==> src/rtl/sqe_pkg.sv <==
// Shared types for the SQE heartbeat generator.
// Assumes: nothing beyond a synthesizable enum encoding.
package sqe_pkg;

    // Sequencer phases of one heartbeat
    typedef enum logic [1:0] {
        HB_IDLE  = 2'd0,
        HB_WAIT  = 2'd1,
        HB_PULSE = 2'd2
    } hb_state_t;

endpackage

==> src/rtl/sqe_fall_detect.sv <==
// Detects the high-to-low transition of transmit enable.
// Assumes: tx_en is synchronous to clk. The fall pulse is combinational,
// one cycle wide, and valid in the cycle where tx_en is first seen low.
module sqe_fall_detect (
    input  logic clk,
    input  logic rst_n,
    input  logic tx_en,
    output logic tx_fall
);

    logic tx_en_q;

    // Remember the value of tx_en from the previous cycle
    always_ff @(posedge clk) begin
        if (!rst_n) begin
            tx_en_q <= 1'b0;
        end else begin
            tx_en_q <= tx_en;
        end
    end

    // A fall is previous-high, current-low
    always_comb begin
        tx_fall = tx_en_q & ~tx_en;
    end

endmodule

==> src/rtl/sqe_qualify.sv <==
// Decides whether a heartbeat is allowed at all.
// Assumes: all inputs are static configuration or slowly changing status,
// synchronous to the clock of the consumer.
module sqe_qualify (
    input  logic spd_10m,
    input  logic rptr_pin,
    input  logic rptr_cfg,
    input  logic sqe_off,
    output logic allow
);

    logic rptr_mode;

    // Repeater mode comes from either the strap or the configuration bit
    always_comb begin
        rptr_mode = rptr_pin | rptr_cfg;
    end

    // Allowed only at 10 Mb/s, outside repeater mode and when not disabled
    always_comb begin
        allow = spd_10m & ~rptr_mode & ~sqe_off;
    end

endmodule

==> src/rtl/sqe_hb_timer.sv <==
// Delay-then-pulse sequencer for one heartbeat.
// Assumes: trig is a single-cycle request. An abort overrides everything,
// and the counter width fits the larger of the two cycle counts.
module sqe_hb_timer
    import sqe_pkg::*;
#(
    parameter int DELAY_CYC = 25,
    parameter int PULSE_CYC = 25
) (
    input  logic clk,
    input  logic rst_n,
    input  logic trig,
    input  logic abort,
    output logic hb
);

    localparam int MAX_CYC = (DELAY_CYC > PULSE_CYC) ? DELAY_CYC : PULSE_CYC;
    localparam int CW      = (MAX_CYC > 1) ? $clog2(MAX_CYC) : 1;
    localparam logic [CW-1:0] DELAY_LD = CW'(DELAY_CYC - 1);
    localparam logic [CW-1:0] PULSE_LD = CW'(PULSE_CYC - 1);

    hb_state_t     state_q;
    hb_state_t     state_d;
    logic [CW-1:0] cnt_q;
    logic [CW-1:0] cnt_d;
    logic          cnt_zero;

    // Terminal count of the current phase
    always_comb begin
        cnt_zero = (cnt_q == '0);
    end

    // Next-state and counter-load decision
    always_comb begin
        state_d = state_q;
        cnt_d   = cnt_q;
        if (abort) begin
            state_d = HB_IDLE;
            cnt_d   = '0;
        end else begin
            case (state_q)
                HB_IDLE: begin
                    if (trig) begin
                        state_d = HB_WAIT;
                        cnt_d   = DELAY_LD;
                    end
                end
                HB_WAIT: begin
                    if (cnt_zero) begin
                        state_d = HB_PULSE;
                        cnt_d   = PULSE_LD;
                    end else begin
                        cnt_d = cnt_q - 1'b1;
                    end
                end
                HB_PULSE: begin
                    if (cnt_zero) begin
                        state_d = HB_IDLE;
                    end else begin
                        cnt_d = cnt_q - 1'b1;
                    end
                end
                default: begin
                    state_d = HB_IDLE;
                    cnt_d   = '0;
                end
            endcase
        end
    end

    // State and counter registers
    always_ff @(posedge clk) begin
        if (!rst_n) begin
            state_q <= HB_IDLE;
            cnt_q   <= '0;
        end else begin
            state_q <= state_d;
            cnt_q   <= cnt_d;
        end
    end

    // Heartbeat is high for the whole pulse phase
    always_comb begin
        hb = (state_q == HB_PULSE);
    end

endmodule

==> src/rtl/sqe_heartbeat_gen.sv <==
// Top of the SQE heartbeat generator: a falling edge of transmit enable
// starts a delayed collision pulse, ORed with the real collision indication.
// Assumes: one free-running clock of CLK_MHZ MHz, with all inputs synchronous.
module sqe_heartbeat_gen #(
    parameter int CLK_MHZ  = 25,
    parameter int DELAY_NS = 1000,
    parameter int PULSE_NS = 1000
) (
    input  logic clk,
    input  logic rst_n,
    input  logic tx_en,
    input  logic spd_10m,
    input  logic rptr_pin,
    input  logic rptr_cfg,
    input  logic sqe_off,
    input  logic col_in,
    output logic col_out
);

    localparam int DELAY_RAW = (CLK_MHZ * DELAY_NS) / 1000;
    localparam int PULSE_RAW = (CLK_MHZ * PULSE_NS) / 1000;
    localparam int DELAY_CYC = (DELAY_RAW < 1) ? 1 : DELAY_RAW;
    localparam int PULSE_CYC = (PULSE_RAW < 1) ? 1 : PULSE_RAW;

    logic tx_fall;
    logic allow;
    logic trig;
    logic abort;
    logic hb;

    sqe_fall_detect u_fall (
        .clk     (clk),
        .rst_n   (rst_n),
        .tx_en   (tx_en),
        .tx_fall (tx_fall)
    );

    sqe_qualify u_qual (
        .spd_10m  (spd_10m),
        .rptr_pin (rptr_pin),
        .rptr_cfg (rptr_cfg),
        .sqe_off  (sqe_off),
        .allow    (allow)
    );

    // Start on a qualified fall; cancel on renewed transmit or lost permission
    always_comb begin
        trig  = tx_fall & allow;
        abort = tx_en | ~allow;
    end

    sqe_hb_timer #(
        .DELAY_CYC (DELAY_CYC),
        .PULSE_CYC (PULSE_CYC)
    ) u_timer (
        .clk   (clk),
        .rst_n (rst_n),
        .trig  (trig),
        .abort (abort),
        .hb    (hb)
    );

    // Merge the heartbeat with the real collision indication
    always_comb begin
        col_out = hb | col_in;
    end

endmodule

==> config.mk <==
export PLATFORM = sky130hd
export DESIGN_NAME = sqe_heartbeat_gen
export DESIGN_NICKNAME = d
export VERILOG_FILES = /design/src/rtl/sqe_pkg.sv /design/src/rtl/sqe_fall_detect.sv /design/src/rtl/sqe_qualify.sv /design/src/rtl/sqe_hb_timer.sv /design/src/rtl/sqe_heartbeat_gen.sv
export SDC_FILE = /design/constraint.sdc
export NUM_CORES = 1
export LEC_CHECK = 0
export ABC_AREA = 1
export CORE_AREA = 2 2 39 41
export DETAILED_ROUTE_END_ITERATION = 16
export DIE_AREA = 0 0 41 43
export HOLD_SLACK_MARGIN = 0.03
export SYNTH_ARGS = -nofsm -noshare
export SYNTH_HDL_FRONTEND = slang
export SYNTH_SLANG_ARGS = --single-unit
==> constraint.sdc <==
create_clock -name clk -period 1.2 [get_ports clk]
set_clock_uncertainty 0.1 [all_clocks]
set_input_delay 0.3 -clock clk [delete_from_list [all_inputs] [get_ports clk]]
set_output_delay 0.3 -clock clk [all_outputs]
set_load 0.02 [all_outputs]
; Word level (Yosys, flattened, before mapping)
; Index checks and enable logic that the tools add are counted.
[totals]
out_inout_bits = 1
in_bits = 8
elab_cells = 35
regBits = 8
[op_classes]
muxes = 8
n_eq_ne = 6
n_addsub = 1
n_reduce_logical = 5
n_bitwise = 12
[ops]
columns = cell, count
row1 = 5-bit two-way mux, 3
row2 = 5-bit case mux with 3 select lines, 1
row3 = 2-bit two-way mux, 3
row4 = 2-bit case mux with 3 select lines, 1
row5 = 5-bit logical NOT, 1
row6 = 1-bit NOT, 5
row7 = "5-bit by 1-bit subtractor with 5-bit output, second input constant", 1
row8 = 1-bit bitwise AND, 4
row9 = "2-bit by 1-bit inequality test with 1-bit output, second input constant", 2
row10 = "2-bit inequality test, second input constant", 2
row11 = 1-bit OR, 3
row12 = 3-bit AND reduction, 1
row13 = "2-bit by 1-bit == test with 1-bit output, second input constant", 1
row14 = "2-bit == test, second input constant", 1
row15 = 2-bit logical NOT, 1
row16 = 2-bit AND reduction, 1
row17 = 2-bit OR reduction, 1

; Depth between registers and ports, before layout
[depth]
depth_word = 7
mapped_depth = 9
depth_no_buf = 9

; Cells and area by module
; From an unflattened synthesis, not the netlist that was laid out.
[hier_totals]
cells_unflattened = 83
area_unflattened_um2 = 540.5
[by_module_without_submodules]
columns = module, cells_per_inst, seq_area_each_um2, n_inst, area_per_inst_um2
row1 = sqe_hb_timer, 65, 140.1, 1, 456.7
row2 = sqe_fall_detect, 5, 20.0, 1, 35.0
row3 = sqe_heartbeat_gen, 7, 0.0, 1, 26.3
row4 = sqe_qualify, 6, 0.0, 1, 22.5

; Worst setup path after synthesis
; OpenSTA, ideal clock, no wires.
[synth_path]
path_type = flip-flop to flip-flop
from = reg u_timer.cnt_q[0]
to = reg u_timer.cnt_q[3]
path_stages_with_launch = 10
arrival_ps = 1077
required_ps = 987
slack_ps = -90
setup_time_ps = 113
period_less_slack_ps = 1290
path_buffers = 0
path_cell_list = dfxtp_1 inv_1 ha_1 nand3b_4 nor2_4 inv_2 nand2_4 nand2_1 nand2_1 nor2_1
[synth_between]
elab_chain_len = 3
elab_cells_between_ends = 7
classes_between = add/sub (1) / eq/ne (1) / mux (3) / reduce/logical (2)
[synth_rtl]
columns = item, line_no
row1 = "start, declared", sqe_hb_timer.sv:24  ; logic [CW-1:0] cnt_q;
row2 = "start signal, assigned", sqe_hb_timer.sv:78  ; cnt_q <= cnt_d;
row3 = 5-bit by 1-bit subtractor with 5-bit output / 5-bit logical NOT (equally long branches), "sqe_hb_timer.sv:53, sqe_hb_timer.sv:60, sqe_hb_timer.sv:30"
row4 = "5-bit two-way mux, or another cell as far along", sqe_hb_timer.sv:57  ; if (cnt_zero) begin
row5 = 5-bit case mux with 3 select lines / 2-bit AND reduction (equally long branches), n/a
; Several ways; a longest one is shown, not always the timed one. The select of a mux whose other input is x is not followed.
; A chain may end at the register's enable or synchronous reset.

; Worst setup path after layout
[layout_path]
from = reg u_timer.state_q[0]
to = out col_out
[layout_between]
elab_chain_len = 2
[layout_rtl]
columns = item, line_no
row1 = "start, declared", sqe_hb_timer.sv:22  ; hb_state_t state_q;
row2 = "start signal, assigned", sqe_hb_timer.sv:77  ; state_q <= state_d;
row3 = 2-bit == test, sqe_hb_timer.sv:84  ; hb = (state_q == HB_PULSE);
row4 = 1-bit OR, sqe_heartbeat_gen.sv:65  ; col_out = hb | col_in;
row5 = "end, declared", sqe_heartbeat_gen.sv:17  ; output logic col_out
; Every way passes these cells.

==> metrics <==
gpl congestion 0.7488; All-Layer GR Usage 15.12%; Yosys top cell area share 32.32%; fmax 683.1 MHz; layout cells sized above 1 41.41%; relative slew slack a little over four fifths; crit share post-route 122.0%; Slew Limit Fails 0; Yosys top cell by area dfxtp_1; Post-DP HPWL 867.8 microns; CTS tree built; top cells by area, synth dfxtp_1 32%, nand2_1 16%, inv_1 9.8%; FFs w/ async S/R, synth 0%; synth cell count leaders 21 x nand2_1, 13 x inv_1, 10 x nor2_1; failing checks negative setup slack; Rows 14; Clock Tree Buf Depth 2; fill count 145; Reg clk slew, reported paths 0.06 ns; Post-synth EDFFs 0; first-pass GRT wire length around 1700 microns; via count roughly 520; # nets final 110; Worst Hold Class in2reg; count of input and output buffers 8; syn_nets 86; Initial Utilization 35.80%; Die H roughly 43 microns; top_reg_cell synth dfxtp_1; Total Power 0.5168 mW; unrepaired setup endpoints after global routing yes; Worst EP required 0.80 ns; Leakage 0.3757 nW; Max Cap Viol 0; sequential-to-total area share from yosys stat 32.32%; worst-margin pin slew 0.2250 ns; DRC viols 0; remaining antenna violation count 0; Critical Path Start Type register; Routed WL 1077 microns; total gr overflow 0; Core Area 0.001384 sq mm; Area Overhead vs Synth 52.53%; die area 0.001763 sq mm; post-layout util 54.61%; WS Path Type reg2out; Die Width just over 40 microns; count leader, synth nand2_1; Wirelength per Cell 9.365 microns; minimum clock period after layout 1.464 ns; CTS Sinks 8; Setup-failing EPs final 6; Top Ports 9; Synth Cell Area approximately 500 sq um; critical-path maximum fanout 2; Final Hold Vio Count 0; setup_tns -0.5643 ns; Final WS setup -0.2640 ns; initial DRC count 1; root buffer cell clkbuf_4; CP Capture Type output pin; CTS Buf Count 3; vias per std cell 4.530; cts hold-fix bufs 0; FF+latch count, synth 8; initial antenna violation count 0; syn_area_per_cell 6.435 sq um; Synth Instances 77; Pre-Repair DR Iteration Count 2; Unique masters post-synth 20; arrival time worst endpoint 1.06 ns; pre-CTS setup slack -0.6671 ns; Pwr Density between 600 and 700 mW/mm^2; Ys Warns 0; outcome finished, violations left; worst skew pair latency 0.26 ns; VDD IR max 0.5362 mV; vias in the first global route approximately 450; Antenna Cells 0; largest net degree at the start of global routing 7; H-tree Lvls 1
[logic make-up after synthesis]
family                   count (synthesis)  synth area share [%]
buffers and inverters                   14                 10.61
AND/OR/NAND/NOR                         44                 43.69
flip-flops                               8                 32.32
XOR/XNOR                                 1                 1.768
AO/OA/AOI/OAI                            9                 9.088
adder cells (fa/ha/maj)                  1                 2.525
[placed cells by master (no fill, tap or decap)]
master          instances
or2_1                   1
nor2_4                  1
nand3b_4                1
dlygate4sd2_1           6
inv_1                   8
o21ai_2                 2
buf_6                   1
dfxtp_2                 2
ha_4                    1
dlymetal6s2s_1          1
nand4_1                 2
clkbuf_4                3
or2_4                   1
o21ai_1                 1
xor2_2                  1
a21oi_2                 3
nand2_4                 1
nor2_1                  7
nor3_2                  1
nor3_1                  1
nand3_1                 2
nor2_2                  4
dfxtp_1                 6
nand2_2                 2
buf_4                  11
inv_2                   6
nand2_1                20
o21ai_0                 1
a21oi_1                 2
[cell type report]
cell class              instances  area (sq um)  share of cell area [%]
well taps                      16         20.02                   2.649
clock buffers                   3         22.52                   2.980
inverters                      14         52.55                   6.954
flip-flops and latches          8         162.7                   21.52
repair buffers                 19         158.9                   21.03
multi-input cells              55         339.1                   44.87
[path summary, 6_finish.rpt]
path | depth (start not counted) | slack, ns | start | to
hold / removal | 3 | 0.18 | rst_n | u_fall.tx_en_q
setup / recovery | 5 | -0.26 | u_timer.state_q[0] | col_out
hold reg to reg | 4 | 0.47 | u_timer.cnt_q[3] | u_timer.cnt_q[3]
setup reg to reg | 8 | -0.08 | u_timer.cnt_q[1] | u_timer.cnt_q[1]
[sequential cells by signal, indices dropped and copies added (netlist names)]
name             flops
u_timer.state_q      2
u_timer.cnt_q        5
u_fall.tx_en_q       1
[critical path, cell delays in order, from the launching register on]
cell     delay, ns
dfxtp_2       0.33
inv_2         0.04
nand2_2       0.06
inv_2         0.04
or2_4         0.22
buf_6         0.13
[layer usage]
| metal | wire [microns] | GRT usage [%] | vias up |
|---|---|---|---|
| met5 | 0 | 0 | - |
| met4 | 35 | 12.00 | 0 |
| met3 | 23 | 3.141 | 5 |
| met2 | 523 | 21.88 | 6 |
| met1 | 495 | 18.24 | 223 |
| li1 | - | - | 287 |
[stage by stage]
| stage | hold WS (ns) | instances | area, sq um |
|---|---|---|---|
| after floorplan | 0.2935 | 77 | 513.0 |
| after global placement | 0.4539 | 112 | 695.7 |
| after detailed placement | 0.4607 | 112 | 695.7 |
| after CTS | 0.2993 | 115 | 738.2 |
| after global routing | 0.2185 | 115 | 755.7 |
| final | 0.1836 | 115 | 755.7 |
[timing repair]
action                                  in CTS  in global routing
resized for setup                           22                  7
cloned                                       0                  0
setup buffers                                0                  0
endpoints found under the setup margin       8                  8
pin swaps                                    9                  6
[power breakdown]
part	internal, mW	switching [mW]	leakage [nW]	total, mW
clock	0.115	0.0974	0.0138	0.212
sequential	0.267	0.000538	0.0657	0.268
combinational	0.0218	0.0147	0.296	0.0366
No activity file was read; power rests on OpenSTA's default activity.
